==> src/rtl/tsreg_pkg.sv <==
package tsreg_pkg;
   localparam int DW      = 16;
   localparam int FIELD_W = 13;
   localparam logic [3:0] TS_DEVTYPE = 4'b0011;

   localparam logic [7:0] P_CAP = 8'h00;
   localparam logic [7:0] P_CFG = 8'h01;
   localparam logic [7:0] P_UPR = 8'h02;
   localparam logic [7:0] P_LWR = 8'h03;
   localparam logic [7:0] P_CRT = 8'h04;
   localparam logic [7:0] P_TMP = 8'h05;
   localparam logic [7:0] P_MFG = 8'h06;
   localparam logic [7:0] P_TMO = 8'h22;

   typedef enum logic [2:0] {
      PH_ADDR, PH_PTR, PH_WHI, PH_WLO, PH_WSINK, PH_READ, PH_SKIP
   } phase_e;
endpackage

==> src/rtl/tsreg_xact.sv <==
module tsreg_xact
   import tsreg_pkg::*;
#(
   parameter int PTR_W = 8,
   parameter int SEL_W = 3
) (
   input  logic             clk,
   input  logic             rst_n,
   input  logic [SEL_W-1:0] addr_sel,
   input  logic             bus_start,
   input  logic             bus_stop,
   input  logic             rx_vld,
   input  logic [7:0]       rx_byte,
   input  logic             tx_take,
   input  logic [DW-1:0]    rd_word,
   output logic             rx_ack,
   output logic [7:0]       tx_byte,
   output logic [PTR_W-1:0] ptr,
   output logic             wr_en,
   output logic [DW-1:0]    wr_data
);
   localparam int SEL_LSB = 1;

   if (PTR_W != 8) begin : g_chk_ptr
      $error("tsreg_xact: PTR_W must be 8");
   end
   if (SEL_W + SEL_LSB > 4) begin : g_chk_sel
      $error("tsreg_xact: SEL_W too wide for address byte");
   end

   phase_e     ph;
   logic       rd_lo;
   logic [7:0] hold;
   logic [DW-1:0] snap;
   logic       match;
   logic       abort;

   assign abort = bus_start | bus_stop;
   assign match = (rx_byte[7:4] == TS_DEVTYPE) &&
                  (rx_byte[SEL_LSB +: SEL_W] == addr_sel);

   always_comb begin
      case (ph)
         PH_ADDR:                          rx_ack = match;
         PH_PTR, PH_WHI, PH_WLO, PH_WSINK: rx_ack = 1'b1;
         default:                          rx_ack = 1'b0;
      endcase
   end

   assign wr_en   = rx_vld && !abort && (ph == PH_WLO);
   assign wr_data = {hold, rx_byte};
   assign tx_byte = (ph != PH_READ) ? 8'hFF : (rd_lo ? snap[7:0] : snap[15:8]);

   always_ff @(posedge clk or negedge rst_n) begin
      if (!rst_n) begin
         ph    <= PH_ADDR;
         rd_lo <= 1'b0;
         hold  <= '0;
         snap  <= '0;
         ptr   <= '0;
      end else if (abort) begin
         ph    <= PH_ADDR;
         rd_lo <= 1'b0;
      end else if (rx_vld) begin
         case (ph)
            PH_ADDR: begin
               if (!match) begin
                  ph <= PH_SKIP;
               end else if (rx_byte[0]) begin
                  ph    <= PH_READ;
                  snap  <= rd_word;
                  rd_lo <= 1'b0;
               end else begin
                  ph <= PH_PTR;
               end
            end
            PH_PTR: begin
               ptr <= rx_byte;
               ph  <= PH_WHI;
            end
            PH_WHI: begin
               hold <= rx_byte;
               ph   <= PH_WLO;
            end
            PH_WLO:  ph <= PH_WSINK;
            default: ph <= ph;
         endcase
      end else if (tx_take && ph == PH_READ) begin
         rd_lo <= ~rd_lo;
      end
   end

   assert_abort_addr_R12: assert property (@(posedge clk) disable iff (!rst_n)
      abort |=> (ph == PH_ADDR));
   assert_foreign_nack_R1: assert property (@(posedge clk) disable iff (!rst_n)
      (rx_vld && ph == PH_ADDR && rx_byte[7:4] != TS_DEVTYPE) |-> !rx_ack);
   assert_skip_nack_R1: assert property (@(posedge clk) disable iff (!rst_n)
      (ph == PH_SKIP) |-> !rx_ack);
   assert_ptr_hold_R2: assert property (@(posedge clk) disable iff (!rst_n)
      !(rx_vld && !abort && ph == PH_PTR) |=> $stable(ptr));
   assert_msb_first_R4: assert property (@(posedge clk) disable iff (!rst_n)
      (rx_vld && !abort && ph == PH_ADDR && match && rx_byte[0]) |=>
      (tx_byte == snap[15:8]));
   assert_snap_hold_R4: assert property (@(posedge clk) disable iff (!rst_n)
      (ph == PH_READ && !abort) |=> $stable(snap));
endmodule

==> src/rtl/tsreg_file.sv <==
module tsreg_file
   import tsreg_pkg::*;
#(
   parameter int          PTR_W    = 8,
   parameter int          TEMP_W   = 13,
   parameter int          TRIP_LSB = 2,
   parameter logic [15:0] CAP_VAL  = 16'h0057,
   parameter logic [15:0] MFG_ID   = 16'h001F,
   parameter logic [15:0] CFG_MASK = 16'h07FF,
   parameter logic [15:0] TMO_MASK = 16'h0080
) (
   input  logic              clk,
   input  logic              rst_n,
   input  logic [PTR_W-1:0]  ptr,
   input  logic              wr_en,
   input  logic [DW-1:0]     wr_data,
   input  logic [TEMP_W-1:0] temp_i,
   output logic [DW-1:0]     rd_word
);
   localparam logic [DW-1:0] FIELD_MASK = DW'((1 << FIELD_W) - 1);
   localparam logic [DW-1:0] TRIP_MASK  = FIELD_MASK & ~DW'((1 << TRIP_LSB) - 1);

   if (CAP_VAL[15:8] != 8'h00) begin : g_chk_cap
      $error("tsreg_file: capability upper byte must be zero");
   end
   if (TEMP_W > FIELD_W || TEMP_W < 2) begin : g_chk_tw
      $error("tsreg_file: TEMP_W out of range");
   end
   if (TRIP_LSB >= FIELD_W) begin : g_chk_trip
      $error("tsreg_file: TRIP_LSB out of range");
   end
   if (CFG_MASK[15:11] != 5'd0) begin : g_chk_cfg
      $error("tsreg_file: reserved config bits must not be writable");
   end

   logic [FIELD_W-1:0] tval;
   if (TEMP_W == FIELD_W) begin : g_temp_full
      assign tval = temp_i;
   end else begin : g_temp_ext
      assign tval = {{(FIELD_W-TEMP_W){temp_i[TEMP_W-1]}}, temp_i};
   end

   logic [DW-1:0] cfg_q, upr_q, lwr_q, crt_q, tmo_q;
   logic          f_crit, f_high, f_low;
   logic [DW-1:0] tmp_word;

   assign f_crit = $signed(tval) > $signed(crt_q[FIELD_W-1:0]);
   assign f_high = $signed(tval) > $signed(upr_q[FIELD_W-1:0]);
   assign f_low  = $signed(tval) < $signed(lwr_q[FIELD_W-1:0]);
   assign tmp_word = {f_crit, f_high, f_low, tval};

   always_ff @(posedge clk or negedge rst_n) begin
      if (!rst_n) begin
         cfg_q <= '0;
         upr_q <= '0;
         lwr_q <= '0;
         crt_q <= '0;
         tmo_q <= '0;
      end else if (wr_en) begin
         case (ptr)
            P_CFG:   cfg_q <= wr_data & CFG_MASK;
            P_UPR:   upr_q <= wr_data & TRIP_MASK;
            P_LWR:   lwr_q <= wr_data & TRIP_MASK;
            P_CRT:   crt_q <= wr_data & TRIP_MASK;
            P_TMO:   tmo_q <= wr_data & TMO_MASK;
            default: ;
         endcase
      end
   end

   always_comb begin
      case (ptr)
         P_CAP:   rd_word = CAP_VAL;
         P_CFG:   rd_word = cfg_q;
         P_UPR:   rd_word = upr_q;
         P_LWR:   rd_word = lwr_q;
         P_CRT:   rd_word = crt_q;
         P_TMP:   rd_word = tmp_word;
         P_MFG:   rd_word = MFG_ID;
         P_TMO:   rd_word = tmo_q;
         default: rd_word = '0;
      endcase
   end

   logic wr_mapped;
   assign wr_mapped = (ptr == P_CFG) || (ptr == P_UPR) || (ptr == P_LWR) ||
                      (ptr == P_CRT) || (ptr == P_TMO);

   assert_ro_discard_R11: assert property (@(posedge clk) disable iff (!rst_n)
      (wr_en && !wr_mapped) |=>
      ($stable(cfg_q) && $stable(upr_q) && $stable(lwr_q) && $stable(crt_q) && $stable(tmo_q)));
   assert_idle_hold_R3: assert property (@(posedge clk) disable iff (!rst_n)
      !wr_en |=> ($stable(cfg_q) && $stable(upr_q) && $stable(crt_q)));
   assert_cfg_rsv_R6: assert property (@(posedge clk) disable iff (!rst_n)
      cfg_q[15:11] == 5'd0);
   assert_trip_lsb_R7: assert property (@(posedge clk) disable iff (!rst_n)
      (upr_q[TRIP_LSB-1:0] == '0) && (lwr_q[15:FIELD_W] == '0));
endmodule

==> src/rtl/tsens_regif.sv <==
module tsens_regif
   import tsreg_pkg::*;
#(
   parameter int          SEL_W    = 3,
   parameter int          TEMP_W   = 13,
   parameter int          TRIP_LSB = 2,
   parameter logic [15:0] CAP_VAL  = 16'h0057,
   parameter logic [15:0] MFG_ID   = 16'h001F
) (
   input  logic              clk,
   input  logic              rst_n,
   input  logic [SEL_W-1:0]  addr_sel_i,
   input  logic [TEMP_W-1:0] temp_i,
   input  logic              bus_start_i,
   input  logic              bus_stop_i,
   input  logic              rx_vld_i,
   input  logic [7:0]        rx_byte_i,
   output logic              rx_ack_o,
   input  logic              tx_take_i,
   output logic [7:0]        tx_byte_o
);
   localparam int PTR_W = 8;

   logic [PTR_W-1:0] ptr;
   logic             wr_en;
   logic [DW-1:0]    wr_data;
   logic [DW-1:0]    rd_word;

   tsreg_xact #(.PTR_W(PTR_W), .SEL_W(SEL_W)) u_xact (
      .clk(clk), .rst_n(rst_n), .addr_sel(addr_sel_i),
      .bus_start(bus_start_i), .bus_stop(bus_stop_i),
      .rx_vld(rx_vld_i), .rx_byte(rx_byte_i), .tx_take(tx_take_i),
      .rd_word(rd_word), .rx_ack(rx_ack_o), .tx_byte(tx_byte_o),
      .ptr(ptr), .wr_en(wr_en), .wr_data(wr_data)
   );

   tsreg_file #(.PTR_W(PTR_W), .TEMP_W(TEMP_W), .TRIP_LSB(TRIP_LSB),
                .CAP_VAL(CAP_VAL), .MFG_ID(MFG_ID)) u_file (
      .clk(clk), .rst_n(rst_n), .ptr(ptr), .wr_en(wr_en),
      .wr_data(wr_data), .temp_i(temp_i), .rd_word(rd_word)
   );
endmodule

==> config.mk <==
export PLATFORM = sky130hd
export DESIGN_NAME = tsens_regif
export DESIGN_NICKNAME = d
export VERILOG_FILES = /design/src/rtl/tsreg_pkg.sv /design/src/rtl/tsreg_xact.sv /design/src/rtl/tsreg_file.sv /design/src/rtl/tsens_regif.sv
export SDC_FILE = /design/constraint.sdc
export NUM_CORES = 1
export LEC_CHECK = 0
export ABC_AREA = 0
export BUFFER_PORTS_ARGS = -buffer_cell sky130_fd_sc_hd__clkbuf_2
export CAP_MARGIN = 20
export CORE_MARGIN = 4
export CORE_UTILIZATION = 35
export CTS_BUF_LIST = sky130_fd_sc_hd__clkbuf_16
export CTS_CLUSTER_DIAMETER = 150
export DETAILED_ROUTE_END_ITERATION = 8
export SYNTH_ARGS = -nofsm -noshare
export SYNTH_HDL_FRONTEND = slang
export SYNTH_HIERARCHICAL = 1
export SYNTH_SLANG_ARGS = --single-unit
==> constraint.sdc <==
create_clock -name clk -period 2.37 [get_ports clk]
set_input_delay 0.237 -clock clk [delete_from_list [all_inputs] [get_ports clk]]
set_output_delay 0.237 -clock clk [all_outputs]
set_load 0.03 [all_outputs]
==> reports/results.ini <==
[clocking]
cts_setup_buffers=0
h-tree-depth=3
clk_pin_slew_worst_paths_ps=60
cts_sinks=78
root_buffer=clkbuf_16
tritoncts=done
clockBufferDepth=2
ctsResizeCount=0
cts_hold_buf=1
clkLatencyLatePin_ps=330
cts_made_buffers=9

[critical_path]
critPathCaptureType=register
crit_slowest_cell=mux2_2
critPathKind=reg2reg
worstPathCellList=nor4_4, nand2b_2, nor2_4, nand4_2, mux2_2
worstPathRequired_ps=2580
path_delay_family=simple AND/OR/NAND/NOR gates
slowest_delay_ps=420
crit_arrival_ps=2330
worstPathMaxFanout=11
cp-start-kind=register
cp_num_buf_inv=0

[layout]
area_growth_pct=13.37
nets=536
nFillCells=1311
final_cell_area_mm2=0.005370
layout-drive-gt1-share_pct=24.69
diodes=0

[timing]
tns_ps=0
setup_viol_count_final=0
whs_ps=161.6
fin_crit_ps=2118
fmax_mhz=472.2
clock_skew_ps=7.603
hold_viol_final=0
worstMarginPinSlew_ps=608.4
fin_crit_sh_pct=89.35
rsz0062_at_grt=false
relSlewSlack_pct=59.44
drv_slew=0

[routing]
drt_iter0_markers=168
ant_nets=0
wirelength_um=11590
wl_per_cell_um=17.72
dr_total_vias=3378
via_per_inst=5.165
drc=0
drt_first_pass_iters=4

[global_routing]
grt_max_degree=46
grt_usage_pct=15.90
grt_pass1_wl_um=19440
grt_pass1_vias=3557
antenna_found_initial=0
grt-ovfl-total=0

[power]
p_int_mw=2.281
switchingPower_mw=0.7755
pwr-share-comb_pct=10.7
switching_share_pct=25.37
pwr-share-seq_pct=46.1
pwr-share-clk_pct=43.2
p_leak_nw=2.551
ir_worst_vdd_uv=256.0
power_density_mw_per_mm2=569.2

[die]
dieArea_mm2=0.01546
pin_count=39
die_h_um=124.3
rows=42
initial_core_util_pct=35.77
die_w_um=124.3
core_area_mm2=0.01324

[synth]
syn_area_per_cell_um2=10.82
ys_warn_count=6
syn_area_mm2=0.004737
syn-num-nets=500
netlist_instances=438

[placed_design]
hpwl_um=9083
routabilityCongestion=0.8899
placed_area_mm2=0.005080
io_buffers=38

[flow_run]
cap_violations=0

[status]
status=finished, final reports clean

[hold_path]
hold_path.class=in2reg

## sequential cells by signal (all words and copies together), names as in the netlist
register,count
u_xact/ph,3
u_xact/rd_lo,1
u_xact/snap,16
u_file/cfg_q,11
u_file/crt_q,11
u_file/tmo_q,1
u_xact/ptr,8
u_xact/hold,5
u_file/upr_q,11
u_file/lwr_q,11
## power by group through the flow
stage                     clock, mW  sequential [mW]  combinational, mW
after floorplan                   0             1.41              0.211
after detailed placement          0             1.43              0.329
after global placement            0             1.43              0.317
after global routing           1.41             1.41              0.372
after CTS                      1.35             1.41              0.332
final                          1.32             1.41              0.327
## worst register-to-register path, delay by kind of cell (launching register included)
kind	cells	cell delay (ps)
mux	1	420
flops	1	410
simple gates	4	1180
## layout by cell type (no fill, tap or decap), types with 3 or more instances in the layout
cell,n
o21ai_0,13
nand3b_1,5
a211oi_1,3
xor2_1,4
clkbuf_16,9
ha_1,32
inv_1,34
a21oi_1,23
buf_4,10
clkbuf_2,37
nor2b_1,4
a221o_1,8
mux2_4,12
mux2_2,38
o21a_1,3
nand3_1,8
a22oi_1,4
nand2b_1,5
nor2_1,32
and3_1,6
mux2_1,25
a31oi_1,3
mux2i_1,12
a32oi_1,3
nand2_1,31
dfrtp_1,78
nand4_1,5
## final timing paths
kind | slack, ps | to | startpoint | cells past startpoint
min in group asynchronous | 410 | u_file/upr_q[5]$_DFFE_PN0P_ | rst_n | 2
max in group asynchronous | 1360 | u_file/cfg_q[2]$_DFFE_PN0P_ | rst_n | 3
worst min register to register | 490 | u_xact/snap[15]$_DFFE_PN0P_ | u_xact/snap[15]$_DFFE_PN0P_ | 1
worst max register to register | 250 | u_file/lwr_q[5]$_DFFE_PN0P_ | u_xact/ptr[3]$_DFFE_PN0P_ | 5
worst max-delay path | 250 | u_file/lwr_q[5]$_DFFE_PN0P_ | u_xact/ptr[3]$_DFFE_PN0P_ | 5
worst min-delay path | 160 | u_xact/ph[2]$_DFFE_PN0P_ | bus_start_i | 3
## layout make-up
type | instances | area, um^2 | share of cell area [%]
well taps | 176 | 220.2 | 4.101
multi-input cells | 302 | 2484 | 46.25
flip-flops and latches | 78 | 1952 | 36.35
clock inverters | 6 | 55.05 | 1.025
inverters | 33 | 123.9 | 2.307
repair buffers | 50 | 310.3 | 5.778
clock buffers | 9 | 225.2 | 4.194
## per-stage QoR
stage	worst slack, ps	std cells	util (%)	power, mW
2_1_floorplan	479.2	438	-	1.618
3_3_place_gp	313.4	638	38.36	1.748
3_5_place_dp	244.9	638	38.36	1.762
4_1_cts	231.0	654	40.55	3.091
5_1_grt	136.2	654	40.55	3.195
6_report	252.3	654	40.55	3.057
## routing by layer
layer | wire length, um | global-route usage, % | vias up
li1 | - | - | 1627
met1 | 5618 | 22.64 | 1665
met2 | 5258 | 23.95 | 70
met3 | 451 | 2.230 | 16
met4 | 260 | 7.221 | 0
met5 | 0 | 0 | -
(Power assumes the default switching activity.)
